$ cat config.mk
export PLATFORM = sky130hd
export DESIGN_NAME = uart_rx_top
export DESIGN_NICKNAME = d
export VERILOG_FILES = /design/src/rtl/uart_rx_pkg.sv /design/src/rtl/uart_rx_fifo.sv /design/src/rtl/uart_rx_ctrl.sv /design/src/rtl/uart_rx_datapath.sv /design/src/rtl/uart_rx_top.sv
export SDC_FILE = /design/constraint.sdc
export NUM_CORES = 1
export LEC_CHECK = 0
export ABC_AREA = 0
export BUFFER_PORTS_ARGS = -buffer_cell sky130_fd_sc_hd__buf_2
export CORE_MARGIN = 2
export CORE_UTILIZATION = 25
export DETAILED_ROUTE_END_ITERATION = 8
export SYNTH_ARGS = -nofsm -noshare
export SYNTH_HDL_FRONTEND = slang
export SYNTH_SLANG_ARGS = --single-unit
$ cat constraint.sdc
create_clock -name clk -period 3.8 [get_ports clk]
set_clock_uncertainty 0.05 [all_clocks]
set_input_delay 0.76 -clock clk [delete_from_list [all_inputs] [get_ports clk]]
set_output_delay 0.76 -clock clk [all_outputs]
set_load 0.01 [all_outputs]
$ cat src/rtl/uart_rx_pkg.sv
package uart_rx_pkg;
  localparam int DATA_W = 8;
  localparam int IDX_W  = $clog2(DATA_W);

  typedef enum logic [2:0] {
    ST_IDLE, ST_START, ST_DATA, ST_PAR, ST_STOP, ST_STOP2
  } rxStateT;

  // Strobes from control to datapath
  typedef struct packed {
    logic             start;    // clear the shift register
    logic             dataBit;  // capture serIn at bitIdx
    logic [IDX_W-1:0] bitIdx;
    logic             parBit;   // capture the parity sample
    logic             done;     // character finished
  } rxStrobeT;
endpackage

$ cat src/rtl/uart_rx_fifo.sv
module uart_rx_fifo #(
  parameter int WIDTH = 9,
  parameter int DEPTH = 16
) (
  input  logic             clk,
  input  logic             rstN,
  input  logic             push,
  input  logic [WIDTH-1:0] pushData,
  input  logic             pop,
  output logic [WIDTH-1:0] popData,
  output logic             full,
  output logic             empty
);
  localparam int PTR_W = $clog2(DEPTH);
  localparam int CNT_W = PTR_W + 1;

  logic [WIDTH-1:0] mem [DEPTH];
  logic [PTR_W-1:0] wrPtr, rdPtr;
  logic [CNT_W-1:0] count;
  logic doPush, doPop;

  assign full   = (count == CNT_W'(DEPTH));
  assign empty  = (count == '0);
  assign doPush = push && !full;
  assign doPop  = pop && !empty;

  always_ff @(posedge clk) begin
    if (doPush) mem[wrPtr] <= pushData;
  end

  always_ff @(posedge clk or negedge rstN) begin
    if (!rstN) begin
      wrPtr   <= '0;
      rdPtr   <= '0;
      count   <= '0;
      popData <= '0;
    end else begin
      if (doPush) wrPtr <= (wrPtr == PTR_W'(DEPTH-1)) ? '0 : wrPtr + 1'b1;
      if (doPop) begin
        popData <= mem[rdPtr];
        rdPtr   <= (rdPtr == PTR_W'(DEPTH-1)) ? '0 : rdPtr + 1'b1;
      end
      case ({doPush, doPop})
        2'b10:   count <= count + 1'b1;
        2'b01:   count <= count - 1'b1;
        default: count <= count;
      endcase
    end
  end
endmodule

$ cat src/rtl/uart_rx_ctrl.sv
module uart_rx_ctrl
  import uart_rx_pkg::*;
#(
  parameter int OVS = 16
) (
  input  logic       clk,
  input  logic       rstN,
  input  logic       tick,
  input  logic       serIn,
  input  logic [1:0] lenSel,
  input  logic       parEn,
  input  logic       twoStop,
  output rxStrobeT   strb
);
  localparam int CNT_W = $clog2(OVS);
  localparam logic [CNT_W-1:0] HALF_LAST = CNT_W'(OVS/2 - 1);
  localparam logic [CNT_W-1:0] FULL_LAST = CNT_W'(OVS - 1);

  rxStateT          state;
  logic [CNT_W-1:0] tickCnt;
  logic [IDX_W-1:0] bitIdx;
  logic [IDX_W-1:0] lastIdx;
  logic             midBit, midStart;

  assign lastIdx  = IDX_W'({1'b0, lenSel}) + IDX_W'(4);
  assign midBit   = tick && (tickCnt == FULL_LAST);
  assign midStart = tick && (tickCnt == HALF_LAST);

  always_comb begin
    strb        = '0;
    strb.bitIdx = bitIdx;
    unique case (state)
      ST_IDLE:  strb.start   = tick && !serIn;
      ST_DATA:  strb.dataBit = midBit;
      ST_PAR:   strb.parBit  = midBit;
      ST_STOP:  strb.done    = midBit;
      default:  ;
    endcase
  end

  always_ff @(posedge clk or negedge rstN) begin
    if (!rstN) begin
      state   <= ST_IDLE;
      tickCnt <= '0;
      bitIdx  <= '0;
    end else begin
      if (state != ST_IDLE && tick)
        tickCnt <= (tickCnt == FULL_LAST) ? '0 : tickCnt + 1'b1;
      unique case (state)
        ST_IDLE: if (tick && !serIn) begin
          state   <= ST_START;
          tickCnt <= '0;
        end
        ST_START: if (midStart) begin
          tickCnt <= '0;
          bitIdx  <= '0;
          state   <= serIn ? ST_IDLE : ST_DATA;
        end
        ST_DATA: if (midBit) begin
          if (bitIdx == lastIdx) state <= parEn ? ST_PAR : ST_STOP;
          else                   bitIdx <= bitIdx + 1'b1;
        end
        ST_PAR:   if (midBit) state <= ST_STOP;
        ST_STOP:  if (midBit) state <= twoStop ? ST_STOP2 : ST_IDLE;
        ST_STOP2: if (midBit) state <= ST_IDLE;
        default:  state <= ST_IDLE;
      endcase
    end
  end
endmodule

$ cat src/rtl/uart_rx_datapath.sv
module uart_rx_datapath
  import uart_rx_pkg::*;
#(
  parameter int DEPTH = 16
) (
  input  logic              clk,
  input  logic              rstN,
  input  logic              serIn,
  input  logic              parEn,
  input  logic [1:0]        parSel,
  input  rxStrobeT          strb,
  input  logic              rdPop,
  input  logic              stsRead,
  output logic [DATA_W-1:0] rdData,
  output logic              rdParErr,
  output logic              dataReady,
  output logic              overrun
);
  localparam int ENT_W = DATA_W + 1;

  logic [DATA_W-1:0] shiftReg;
  logic              parSample;
  logic              expPar, parErr;
  logic              fifoFull, fifoEmpty, ovEvent;
  logic [ENT_W-1:0]  popEnt;

  always_ff @(posedge clk or negedge rstN) begin
    if (!rstN) begin
      shiftReg  <= '0;
      parSample <= 1'b0;
    end else begin
      if (strb.start)   shiftReg <= '0;
      if (strb.dataBit) shiftReg[strb.bitIdx] <= serIn;
      if (strb.parBit)  parSample <= serIn;
    end
  end

  // Unused upper bits stay zero, so the full-width XOR is the data parity.
  always_comb begin
    unique case (parSel)
      2'b00: expPar = ~(^shiftReg);
      2'b01: expPar = ^shiftReg;
      2'b10: expPar = 1'b1;
      default: expPar = 1'b0;
    endcase
  end
  assign parErr = parEn && (parSample != expPar);

  uart_rx_fifo #(.WIDTH(ENT_W), .DEPTH(DEPTH)) u_fifo (
    .clk      (clk),
    .rstN     (rstN),
    .push     (strb.done),
    .pushData ({parErr, shiftReg}),
    .pop      (rdPop),
    .popData  (popEnt),
    .full     (fifoFull),
    .empty    (fifoEmpty)
  );

  assign ovEvent   = strb.done && fifoFull;
  assign dataReady = !fifoEmpty;
  assign rdData    = popEnt[DATA_W-1:0];
  assign rdParErr  = popEnt[DATA_W];

  always_ff @(posedge clk or negedge rstN) begin
    if (!rstN)        overrun <= 1'b0;
    else if (ovEvent) overrun <= 1'b1;
    else if (stsRead) overrun <= 1'b0;
  end
endmodule

$ cat src/rtl/uart_rx_top.sv
module uart_rx_top
  import uart_rx_pkg::*;
#(
  parameter int OVS   = 16,
  parameter int DEPTH = 16
) (
  input  logic              clk,
  input  logic              rstN,
  input  logic              tick,
  input  logic              serIn,
  input  logic [5:0]        lineCtrl,
  input  logic              rdPop,
  input  logic              stsRead,
  output logic [DATA_W-1:0] rdData,
  output logic              rdParErr,
  output logic              dataReady,
  output logic              overrun
);
  rxStrobeT strb;

  uart_rx_ctrl #(.OVS(OVS)) u_ctrl (
    .clk     (clk),
    .rstN    (rstN),
    .tick    (tick),
    .serIn   (serIn),
    .lenSel  (lineCtrl[1:0]),
    .parEn   (lineCtrl[3]),
    .twoStop (lineCtrl[2]),
    .strb    (strb)
  );

  uart_rx_datapath #(.DEPTH(DEPTH)) u_dp (
    .clk       (clk),
    .rstN      (rstN),
    .serIn     (serIn),
    .parEn     (lineCtrl[3]),
    .parSel    (lineCtrl[5:4]),
    .strb      (strb),
    .rdPop     (rdPop),
    .stsRead   (stsRead),
    .rdData    (rdData),
    .rdParErr  (rdParErr),
    .dataReady (dataReady),
    .overrun   (overrun)
  );
endmodule

== After elaboration in Yosys (flattened, before gate mapping) ==
Memories as Yosys holds them, arrays and structs flattened. A register that Yosys moved wholly into a read port is not among the register bits.
Index checks and enable logic that the tools add are counted.
Storage, ports and cells
  bits in registers: 33
  memories kept: 1
  memory bits (writable): 144
Cells by class
  $add $sub $neg: 7
  bitwise gates (word level): 1
  mux-type cells: 37
  reduce and logical (&&, ||, !) cells: 23
  $lt $le $gt $ge: 2
  eq/ne operators: 24
Memory list
  u_dp.u_fifo.mem: words 16, bits a word 9, read ports 1, clocked after Yosys merged registers in 1, write ports 1, RTL line uart_rx_fifo.sv:17  | logic [WIDTH-1:0] mem [DEPTH];
Operators by type and width (number)
  $mux W3: 12
  $mux W4: 6
  $pmux W3 S6: 1
  $mux W8: 2
  $ne A2 B1 Y1 const B: 7
  $add A4 B1 Y4 const B: 3
  $eq A4 B4 Y1 const B: 3
  $pmux W5 S2: 1
  $logic_and A1 B1 Y1: 9
  $mux W1: 9
  $bwmux W8: 1
  $pmux W4 S2: 1
  $reduce_xor A8 Y1: 1
  $reduce_and A7 Y1: 1
  $eq A3 B2 Y1 const B: 2
  $eq A3 B3 Y1 const B: 2
  $pmux W3 S2: 1
  $reduce_bool A2 Y1: 3
  $add A5 B1 Y5 const B: 1
  $eq A5 B5 Y1 const B: 1
  $logic_not A5 Y1: 1
  $sub A5 B1 Y5 const B: 1
  $eq A2 B1 Y1 const B: 2
  $eq A2 B2 Y1 const B: 2
  other kinds (18): 21

== Longest topological paths before layout ==
Gate-level depths: netlist (run 1).
  depth in word-level cells: 6
  gate-level depth with buffers: 11
  mapped depth without buffers: 11

== Hierarchy ==
A second synthesis (run 1) with hierarchy kept.
Second synthesis, totals
  cell total of the unflattened synthesis: 482
  area, all modules: 8052.7 um^2
Modules (own cells, without submodules)
  uart_rx_fifo: sequential area each 4874.7 um^2, cells each 336, times used 1, area an instance 6718.9 um^2
  uart_rx_ctrl: sequential area each 250.2 um^2, cells each 86, times used 1, area an instance 778.2 um^2
  uart_rx_datapath: sequential area each 250.2 um^2, cells each 60, times used 1, area an instance 555.5 um^2

== Worst setup path after synthesis (run 1) ==
OpenSTA, ideal clock, no wires.
  path kind: input to register
  from: input port tick
  to: register u_dp.u_fifo.count[4]
  data required time: 3.627 ns
  library setup time: 0.123 ns
  stages on the path: 10
  arrival: 2.839 ns
  path slack: 0.788 ns
  cells stage by stage: nand4_2 > a2111oi_4 > inv_2 > ha_1 > fa_1 > a21o_1 > a21oi_1 > xor2_1 > nor2_1 > xnor2_1
Between the ends
  cells in the longest elaborated chain, start to end: 5
Ends and longest elaborated chain
  from (decl): RTL line uart_rx_top.sv:9  | input logic tick,
  $logic_and A1 B1 Y1 *: RTL line uart_rx_ctrl.sv:26  | assign midBit = tick && (tickCnt == FULL_LAST);
  $mux W1 *: RTL line uart_rx_ctrl.sv:32  | unique case (state)
  $logic_and A1 B1 Y1 *: RTL line uart_rx_fifo.sv:24  | assign doPush = push && !full;
  $eq A2 B1 Y1 or $eq A2 B2 Y1 (tied branches): RTL line uart_rx_fifo.sv:43  | case ({doPush, doPop})
  $pmux W5 S2 or $reduce_bool A2 Y1 (tied branches)
  to (signal assigned): RTL line uart_rx_fifo.sv:44  | 2'b10: count <= count + 1'b1;
  to (signal assigned): RTL line uart_rx_fifo.sv:45  | 2'b01: count <= count - 1'b1;
  to (signal assigned): RTL line uart_rx_fifo.sv:46  | default: count <= count;
  to (decl): RTL line uart_rx_fifo.sv:19  | logic [CNT_W-1:0] count;
Every way passes the cells marked *; elsewhere a longest branch is shown, timed or not.
A chain may end at the register's enable or synchronous reset.

== Final worst setup path (run 1) ==
  from: register u_ctrl.tickCnt[0]
  to: register u_dp.u_fifo.count[4]
Between the ends
  cells in the longest elaborated chain, start to end: 6
Ends and longest elaborated chain
  from (decl): RTL line uart_rx_ctrl.sv:20  | logic [CNT_W-1:0] tickCnt;
  from (signal assigned): RTL line uart_rx_ctrl.sv:48  | tickCnt <= (tickCnt == FULL_LAST) ? '0 : tickCnt + 1'b1;
  $eq A4 B4 Y1 *: RTL line uart_rx_ctrl.sv:26
  $logic_and A1 B1 Y1 *: RTL line uart_rx_ctrl.sv:26
  $mux W1 *: RTL line uart_rx_ctrl.sv:32
  $logic_and A1 B1 Y1 *: RTL line uart_rx_fifo.sv:24
  $eq A2 B1 Y1 or $eq A2 B2 Y1 (tied branches): RTL line uart_rx_fifo.sv:43
  $pmux W5 S2 or $reduce_bool A2 Y1 (tied branches)
Marks and branches as above.

==> flow_results.xml, run 1 <==
<?xml version="1.0" encoding="UTF-8"?>
<metrics>
  <group name="clock_tree">
    <metric name="max-clock-path-buffers" unit="">2</metric>
    <metric name="cts_post_setup_buffers_inserted" unit="">0</metric>
    <metric name="cts_buffers" unit="">17</metric>
    <metric name="clock_insertion_delay_worst_skew" unit="ps">430</metric>
    <metric name="cts_hold_repair.buffers" unit="">0</metric>
    <metric name="cts_tree" unit="">done</metric>
    <metric name="ctsResizeCount" unit="">0</metric>
    <metric name="cts_max_level" unit="">4</metric>
    <metric name="clock_sink_count" unit="">186</metric>
    <metric name="path_clk_slew" unit="ps">70</metric>
    <metric name="cts_root_buf" unit="">clkbuf_16</metric>
  </group>
  <group name="timing">
    <metric name="timing.final.setup_violations" unit="">0</metric>
    <metric name="hold_viol" unit="">0</metric>
    <metric name="max_freq" unit="MHz">352</metric>
    <metric name="final.period_utilization" unit="%">74.7</metric>
    <metric name="report.final.slew_viol_count" unit="">0</metric>
    <metric name="final_critical_path_setup_slack" unit="ps">962</metric>
    <metric name="finalWorstPathRequiredPeriod" unit="ps">2840</metric>
    <metric name="setup_total_negative_slack" unit="ps">0</metric>
    <metric name="slew_at_the_pin_closest_to_its_max_slew_limit" unit="ps">963</metric>
    <metric name="setup_repair_after_global_routing_missed_its_margin" unit="">no</metric>
    <metric name="relSlewSlack" unit="%">34.2</metric>
  </group>
  <group name="synthesis">
    <metric name="synth_flop_cell" unit="">edfxtp_1</metric>
    <metric name="syn_nets" unit="">544</metric>
    <metric name="ys_types" unit="">57</metric>
    <metric name="synth-simple-area-share" unit="%">7.30</metric>
    <metric name="synth_compound_area_share" unit="%">7.19</metric>
    <metric name="sequential_area_share_after_synthesis" unit="%">68.1</metric>
    <metric name="synth-edff-count" unit="">144</metric>
    <metric name="synth_top_family_by_area" unit="">multiplexers</metric>
    <metric name="yosys.area_share.adder" unit="%">2.00</metric>
    <metric name="proportion_of_register_bits_with_asynchronous_set_or_reset_after_synthesis" unit="%">22.6</metric>
    <metric name="postSynthRegisterBits" unit="">186</metric>
    <metric name="post_synth_mux_area_share" unit="%">11.3</metric>
    <metric name="xor_xnor_cell_area_share_of_the_yosys_netlist" unit="%">2.00</metric>
    <metric name="syn_inst" unit="">520</metric>
    <metric name="synthesis.area" unit="sq um">7900</metric>
    <metric name="synth.avg_cell_area" unit="sq um">15.2</metric>
    <metric name="yosysWarningCount" unit="">0</metric>
  </group>
  <group name="global_routing">
    <metric name="global_route.usage.total" unit="%">9.89</metric>
    <metric name="grt_max_degree" unit="">35</metric>
    <metric name="number_of_antenna_violations_at_the_first_check_in_global_routing" unit="">0</metric>
    <metric name="first_global_vias" unit="">4248</metric>
    <metric name="grt_first_pass_wirelength" unit="microns">24700</metric>
    <metric name="grt.overflow.total" unit="">0</metric>
  </group>
  <group name="final_layout">
    <metric name="insertedDiodeCount" unit="">0</metric>
    <metric name="area_delta_synth_final" unit="%">15.9</metric>
    <metric name="final_cell_count_no_fill" unit="">968</metric>
    <metric name="most-common-layout-cells" unit="">144 x edfxtp_1, 41 x mux2i_1, 41 x dfrtp_1</metric>
    <metric name="finalNetCount" unit="">577</metric>
    <metric name="final.fill_count" unit="">3101</metric>
    <metric name="drive_above_1_share" unit="%">18.9</metric>
    <metric name="final_common_cell" unit="">edfxtp_1</metric>
  </group>
  <group name="power">
    <metric name="switching_share" unit="%">30.7</metric>
    <metric name="power.static_leakage" unit="nW">3.25</metric>
    <metric name="peak_supply_drop" unit="mV">0.345</metric>
    <metric name="share_clk_of_total_power" unit="%">29.6</metric>
    <metric name="power_density" unit="nW/um^2">644</metric>
    <metric name="cell_internal_pwr" unit="mW">4.09</metric>
    <metric name="power.share.sequential" unit="%">43.5</metric>
    <metric name="p_switching" unit="mW">1.81</metric>
    <metric name="comb_power_share" unit="%">26.9</metric>
  </group>
  <group name="drt">
    <metric name="final_antenna_violating_net_count" unit="">0</metric>
    <metric name="routed_wire_length_per_instance" unit="microns">16.3</metric>
    <metric name="remaining_drc_errors" unit="">0</metric>
    <metric name="detailed_routing_iterations_pass_1" unit="">5</metric>
    <metric name="detail_route.iter0.violations" unit="">315</metric>
    <metric name="detail_route.vias_per_cell" unit="">4.51</metric>
    <metric name="postRouteWirelength" unit="microns">15800</metric>
    <metric name="routed_vias" unit="">4369</metric>
  </group>
  <group name="floorplanning">
    <metric name="die_h" unit="microns">182</metric>
    <metric name="die_area" unit="sq um">33000</metric>
    <metric name="rows" unit="">65</metric>
    <metric name="core_region_area" unit="sq um">31300</metric>
    <metric name="floorplan.initialDensity" unit="%">25.2</metric>
    <metric name="fp.dieW" unit="microns">182</metric>
    <metric name="ioPinCount" unit="">23</metric>
  </group>
  <group name="critical_path">
    <metric name="crit_path_max_fanout" unit="">6</metric>
    <metric name="ff2ff_setup_slack" unit="ps">960</metric>
    <metric name="crit_arrival" unit="ps">3110</metric>
    <metric name="r2r-start" unit="">u_ctrl.tickCnt[0]$_DFF_PN0_</metric>
    <metric name="start_kind" unit="">flip-flop</metric>
    <metric name="reg2regPathDepth" unit="">11</metric>
    <metric name="cp-end-kind" unit="">flip-flop</metric>
    <metric name="crit_path_class" unit="">reg2reg</metric>
    <metric name="critical_path_required" unit="ps">4070</metric>
    <metric name="rr_endpoint" unit="">u_dp.u_fifo.count[4]$_DFFE_PN0P_</metric>
  </group>
  <group name="run">
    <metric name="max_cap_viol_count" unit="">0</metric>
  </group>
  <group name="place">
    <metric name="gp_congestion" unit="">0.761</metric>
    <metric name="placement.setup.worst_slack" unit="ps">654</metric>
    <metric name="numPortBuffers" unit="">22</metric>
    <metric name="dp_cells" unit="">936</metric>
    <metric name="hpwl" unit="microns">10200</metric>
  </group>
  <group name="min_path">
    <metric name="worst_hold_path_type" unit="">in2async</metric>
  </group>
  <group name="run_status">
    <metric name="run_status" unit="">finished clean</metric>
  </group>
</metrics>
==> flip-flops by register name, summed over array words and instances (netlist names) <==
name	count
u_dp.u_fifo.mem	144
u_dp.u_fifo.popData	9
u_dp.shiftReg	8
u_dp.u_fifo.count	5
u_ctrl.tickCnt	4
u_dp.u_fifo.rdPtr	4
u_dp.u_fifo.wrPtr	4
u_ctrl.bitIdx	3
u_ctrl.state	3
u_dp.overrun	1
u_dp.parSample	1
==> area by class of cell <==
cell class	count	area, sq um	share of cell area [%]
sequential	186	5380	58.7
multi-input combinational	294	2380	26.0
clock buffer	27	536	5.85
tap	402	503	5.49
timing repair buffer	41	253	2.76
clock inverter	5	55.1	0.601
inverter	13	48.8	0.533
==> worst max-delay path, cell delays in order (launching register included) <==
cell and delay (ps):
dfrtp_1 380, ha_1 280, nand4_2 190, a2111oi_4 270, inv_2 140, ha_1 300, fa_1 430, a21o_1 190
a21oi_1 160, xor2_1 160, nor2_1 60, xnor2_1 120
==> through the flow <==
step	hold slack [ps]	power (mW)	util (%)	area (sq um)
2_1_floorplan	414	3.78	-	7900
3_3_place_gp	437	4.20	27.4	8560
3_5_place_dp	414	4.22	27.4	8560
4_1_cts	377	5.96	29.2	9160
5_1_grt	415	6.21	29.2	9160
6_report	350	5.89	29.2	9160
==> synthesized netlist by cell type (6+ instances only) <==
master | number | area, sq um
edfxtp_1 | 144 | 4320
dfrtp_1 | 42 | 1050
mux2i_1 | 41 | 410
nor2_1 | 34 | 128
nand2_1 | 22 | 82.6
mux4_2 | 19 | 428
nand3_1 | 19 | 95.1
o21ai_0 | 18 | 90.1
a22oi_1 | 17 | 128
a21oi_1 | 15 | 75.1
xnor2_1 | 13 | 114
a31oi_1 | 12 | 75.1
inv_1 | 12 | 45.0
ha_1 | 11 | 138
buf_2 | 10 | 50.1
clkbuf_1 | 10 | 37.5
nor3_1 | 8 | 40.0
nor2b_1 | 6 | 37.5
==> how the worst max path moves through the flow <==
stage,startpoint,endpoint,slack (ps)
after detailed placement,tick,u_dp.u_fifo.count[4]$_DFFE_PN0P_,650
final,u_ctrl.tickCnt[0]$_DFF_PN0_,u_dp.u_fifo.count[4]$_DFFE_PN0P_,960
after global routing,u_ctrl.tickCnt[0]$_DFF_PN0_,u_dp.u_fifo.count[4]$_DFFE_PN0P_,740
after floorplan,tick,u_dp.u_fifo.count[4]$_DFFE_PN0P_,790
after global placement,tick,u_dp.u_fifo.count[4]$_DFFE_PN0P_,660
after CTS,u_dp.u_fifo.count[1]$_DFFE_PN0P_,u_dp.u_fifo.count[4]$_DFFE_PN0P_,930
==> power by group through the flow <==
stage                     clock (mW)  sequential (mW)  combinational (mW)
after global routing            1.85             2.60                1.76
final                           1.74             2.56                1.59
after CTS                       1.78             2.57                1.62
after floorplan                    0             2.46                1.31
after detailed placement           0             2.61                1.61
after global placement             0             2.61                1.59
==> metal layers <==
metal	part of all wire (%)	wire, microns	vias up	track usage [%]
li1	-	-	2071	-
met1	48	7660	2190	13.7
met2	46	7320	84	15.3
met3	3.0	480	24	1.64
met4	2.1	335	0	4.20
met5	0	0	-	0
==> cells by family after synthesis <==
| group | count (synthesis) |
|---|---|
| mux | 65 |
| xor+xnor | 18 |
| fa+ha+maj | 12 |
| compound gates | 84 |
| buf+inv | 40 |
| simple gates | 115 |
| flops | 186 |
(Power assumes the default switching activity.)
==> run 2: changes to the inputs <==
==> constraint.sdc (replaced) <==
create_clock -name clk -period 2.6 [get_ports clk]
set_clock_uncertainty 0.05 [all_clocks]
set_input_delay 0.52 -clock clk [delete_from_list [all_inputs] [get_ports clk]]
set_output_delay 0.52 -clock clk [all_outputs]
set_load 0.01 [all_outputs]
==> run 2 against run 1 <==
  * Non-clock buffer count increased by 30
  * Largest cell class unchanged
  * Combinational power up 66%
  * Cell count increased by 3.1%
  * Maximum frequency grew 17%
  * Sequential share of layout area shrank 1.6 points
  * Count of clock-buffer cells in the layout is 7 lower
  * Worst setup slack lost 790 ps
  * Die area did not move
  * Via count rose by 1.6%
  * Clock power up 40%
==> flow_results.xml, run 2 (synthesized netlist as in run 1, its figures left out) <==
<?xml version="1.0" encoding="UTF-8"?>
<metrics>
  <group name="drt">
    <metric name="detailed_routing_iterations_pass_1" unit="">4</metric>
    <metric name="detail_route.iter0.violations" unit="">260</metric>
    <metric name="drt-met1-wl" unit="microns">7790</metric>
    <metric name="detail_route_met3_wl" unit="microns">643</metric>
    <metric name="postRouteWirelength" unit="microns">16100</metric>
    <metric name="routed_vias" unit="">4437</metric>
    <metric name="routed_wire_length_per_instance" unit="microns">16.1</metric>
    <metric name="detailroute.wirelength.met2" unit="microns">7300</metric>
    <metric name="routed.top_layer" unit="">met4</metric>
    <metric name="remaining_drc_errors" unit="">0</metric>
    <metric name="final_antenna_violating_net_count" unit="">0</metric>
    <metric name="detail_route.vias_per_cell" unit="">4.45</metric>
  </group>
  <group name="clock_tree">
    <metric name="clock_insertion_delay_worst_skew" unit="ps">420</metric>
    <metric name="max-clock-path-buffers" unit="">2</metric>
    <metric name="cts_max_level" unit="">4</metric>
    <metric name="cts_hold_repair.buffers" unit="">0</metric>
    <metric name="cts_buffers" unit="">17</metric>
    <metric name="path_clk_slew" unit="ps">60</metric>
    <metric name="cts_tree" unit="">done</metric>
    <metric name="clock_sink_count" unit="">186</metric>
    <metric name="cts_root_buf" unit="">clkbuf_16</metric>
  </group>
  <group name="critical_path">
    <metric name="critical_path_required" unit="ps">2860</metric>
    <metric name="worstPathCellList" unit="">ha_4, nand4_4, a2111oi_4, inv_2, ha_4, fa_2, a21o_1, a21oi_2, xor2_1, nor2_1, xnor2_1</metric>
    <metric name="worstPathBufferInverterCount" unit="">1</metric>
    <metric name="r2r-start" unit="">u_ctrl.tickCnt[0]$_DFF_PN0_</metric>
    <metric name="start_kind" unit="">flip-flop</metric>
    <metric name="rr_endpoint" unit="">u_dp.u_fifo.count[4]$_DFFE_PN0P_</metric>
    <metric name="ff2ff_setup_slack" unit="ps">170</metric>
    <metric name="cpLargestDelayFamily" unit="">adder cells</metric>
    <metric name="cp-end-kind" unit="">flip-flop</metric>
    <metric name="crit_arrival" unit="ps">2690</metric>
    <metric name="reg2regPathDepth" unit="">11</metric>
    <metric name="crit_path_max_fanout" unit="">5</metric>
    <metric name="crit_path_class" unit="">reg2reg</metric>
    <metric name="critical-path-max-stage-delay" unit="ps">390</metric>
    <metric name="cell_with_the_largest_stage_delay_on_the_worst_path" unit="">dfrtp_1</metric>
    <metric name="timing.critical_path.mode_cell" unit="">ha_4</metric>
  </group>
  <group name="global_routing">
    <metric name="number_of_antenna_violations_at_the_first_check_in_global_routing" unit="">0</metric>
    <metric name="grt_max_degree" unit="">43</metric>
    <metric name="grt_first_pass_wirelength" unit="microns">25000</metric>
    <metric name="grt.overflow.total" unit="">0</metric>
    <metric name="first_global_vias" unit="">4402</metric>
    <metric name="global_route.usage.total" unit="%">10.1</metric>
  </group>
  <group name="timing">
    <metric name="slew_at_the_pin_closest_to_its_max_slew_limit" unit="ps">730</metric>
    <metric name="final.period_utilization" unit="%">93.5</metric>
    <metric name="finalWorstPathRequiredPeriod" unit="ps">2430</metric>
    <metric name="timing.final.setup_violations" unit="">0</metric>
    <metric name="relSlewSlack" unit="%">50.6</metric>
    <metric name="final_critical_path_setup_slack" unit="ps">168</metric>
    <metric name="hold_viol" unit="">0</metric>
    <metric name="report.final.slew_viol_count" unit="">0</metric>
    <metric name="timing.hold.ws" unit="ps">120</metric>
    <metric name="max_freq" unit="MHz">411</metric>
  </group>
  <group name="final_layout">
    <metric name="seq_area" unit="sq um">5380</metric>
    <metric name="registers.top_by_ff_count" unit="">u_dp.u_fifo.mem</metric>
    <metric name="final.fill_count" unit="">3045</metric>
    <metric name="finalNetCount" unit="">607</metric>
    <metric name="flip_flop_count_of_the_largest_register_all_copies_and_words_added" unit="">144</metric>
    <metric name="area_delta_synth_final" unit="%">19.2</metric>
    <metric name="final_common_cell" unit="">edfxtp_1</metric>
    <metric name="insertedDiodeCount" unit="">0</metric>
    <metric name="post-route-cell-area" unit="sq um">9420</metric>
    <metric name="most-common-layout-cells" unit="">144 x edfxtp_1, 47 x buf_4, 41 x mux2i_1</metric>
    <metric name="drive_above_1_share" unit="%">24.3</metric>
    <metric name="reg.largest.list" unit="">u_dp.u_fifo.mem: 144 flops, u_dp.u_fifo.popData: 9 flops, u_dp.shiftReg: 8 flops</metric>
    <metric name="combined_area_of_the_multi_input_logic_cells" unit="sq um">2430</metric>
  </group>
  <group name="floorplanning">
    <metric name="fp.dieW" unit="microns">182</metric>
    <metric name="rows" unit="">65</metric>
    <metric name="ioPinCount" unit="">23</metric>
    <metric name="core_region_area" unit="sq um">31300</metric>
    <metric name="floorplan.initialDensity" unit="%">25.2</metric>
    <metric name="die_h" unit="microns">182</metric>
    <metric name="die_area" unit="sq um">33000</metric>
  </group>
  <group name="place">
    <metric name="numPortBuffers" unit="">22</metric>
    <metric name="gp_congestion" unit="">0.782</metric>
    <metric name="hpwl" unit="microns">10500</metric>
    <metric name="placed_cell_area" unit="sq um">8840</metric>
    <metric name="placement.setup.worst_slack" unit="ps">7.23</metric>
  </group>
  <group name="min_path">
    <metric name="worst_hold_path_type" unit="">in2async</metric>
  </group>
  <group name="run">
    <metric name="max_cap_viol_count" unit="">0</metric>
  </group>
  <group name="power">
    <metric name="total_power" unit="mW">8.77</metric>
    <metric name="peak_supply_drop" unit="mV">0.514</metric>
    <metric name="power.static_leakage" unit="nW">3.41</metric>
    <metric name="power_density" unit="nW/um^2">931</metric>
  </group>
  <group name="run_status">
    <metric name="run_status" unit="">finished clean</metric>
  </group>
</metrics>
==> run 2: changes by cell type in the layout (fill, tap and decap cells not counted), sizes merged <==
cell | before | now
clkbuf | 27 | 20
clkinvlp | 0 | 1
buf | 41 | 71
inv | 14 | 19
clkinv | 3 | 4
==> run 2: worst max path at each step <==
stage	start	end	slack [ps]	cells after the start
finish	u_ctrl.tickCnt[0]$_DFF_PN0_	u_dp.u_fifo.count[4]$_DFFE_PN0P_	170	11
global route	u_ctrl.tickCnt[0]$_DFF_PN0_	u_dp.u_fifo.count[4]$_DFFE_PN0P_	-8	11
CTS	u_ctrl.tickCnt[1]$_DFF_PN0_	u_dp.u_fifo.count[4]$_DFFE_PN0P_	30	11
detailed placement	tick	u_dp.u_fifo.count[4]$_DFFE_PN0P_	7	11
global placement	tick	u_dp.u_fifo.count[4]$_DFFE_PN0P_	20	11
floorplan	u_ctrl.tickCnt[0]$_DFF_PN0_	u_dp.u_fifo.mem[3][0]$_DFFE_PP_	-130	5
==> run 2: what timing repair did <==
action,in CTS,in global routing
endpoints found under the hold margin,0,0
gates resized for setup,0,3
buffers inserted,0,3
endpoints found under the setup margin,0,2
==> run 2: per-layer routing <==
| metal | vias up | global-route usage (%) |
|---|---|---|
| met5 | - | 0 |
| met4 | 0 | 4.03 |
| met3 | 21 | 2.45 |
| met2 | 79 | 15.5 |
| met1 | 2203 | 13.6 |
| li1 | 2134 | - |
==> run 2: report_power, final <==
group	internal, mW	switching (mW)	leakage [nW]	total [mW]
Combinational	1.28	1.36	1.29	2.64
Clock	1.33	1.10	0.270	2.44
Sequential	3.38	0.315	1.84	3.69
==> run 2: stage by stage <==
step | std cells | setup TNS (ps) | utilization, %
floorplan | 520 | -4880 | -
global placement | 963 | 0 | 28.2
detailed placement | 963 | 0 | 28.2
CTS | 995 | 0 | 30.0
global route | 998 | -7.72 | 30.1
finish | 998 | 0 | 30.1
==> run 2: cell type report <==
cell class / instances / share of cell area, %
Clock buffer: 20 / 4.64
Clock inverter: 12 / 1.21
Inverter: 13 / 0.518
Multi-Input combinational cell: 294 / 25.8
Sequential cell: 186 / 57.1
Tap cell: 402 / 5.34
Timing Repair Buffer: 71 / 5.34
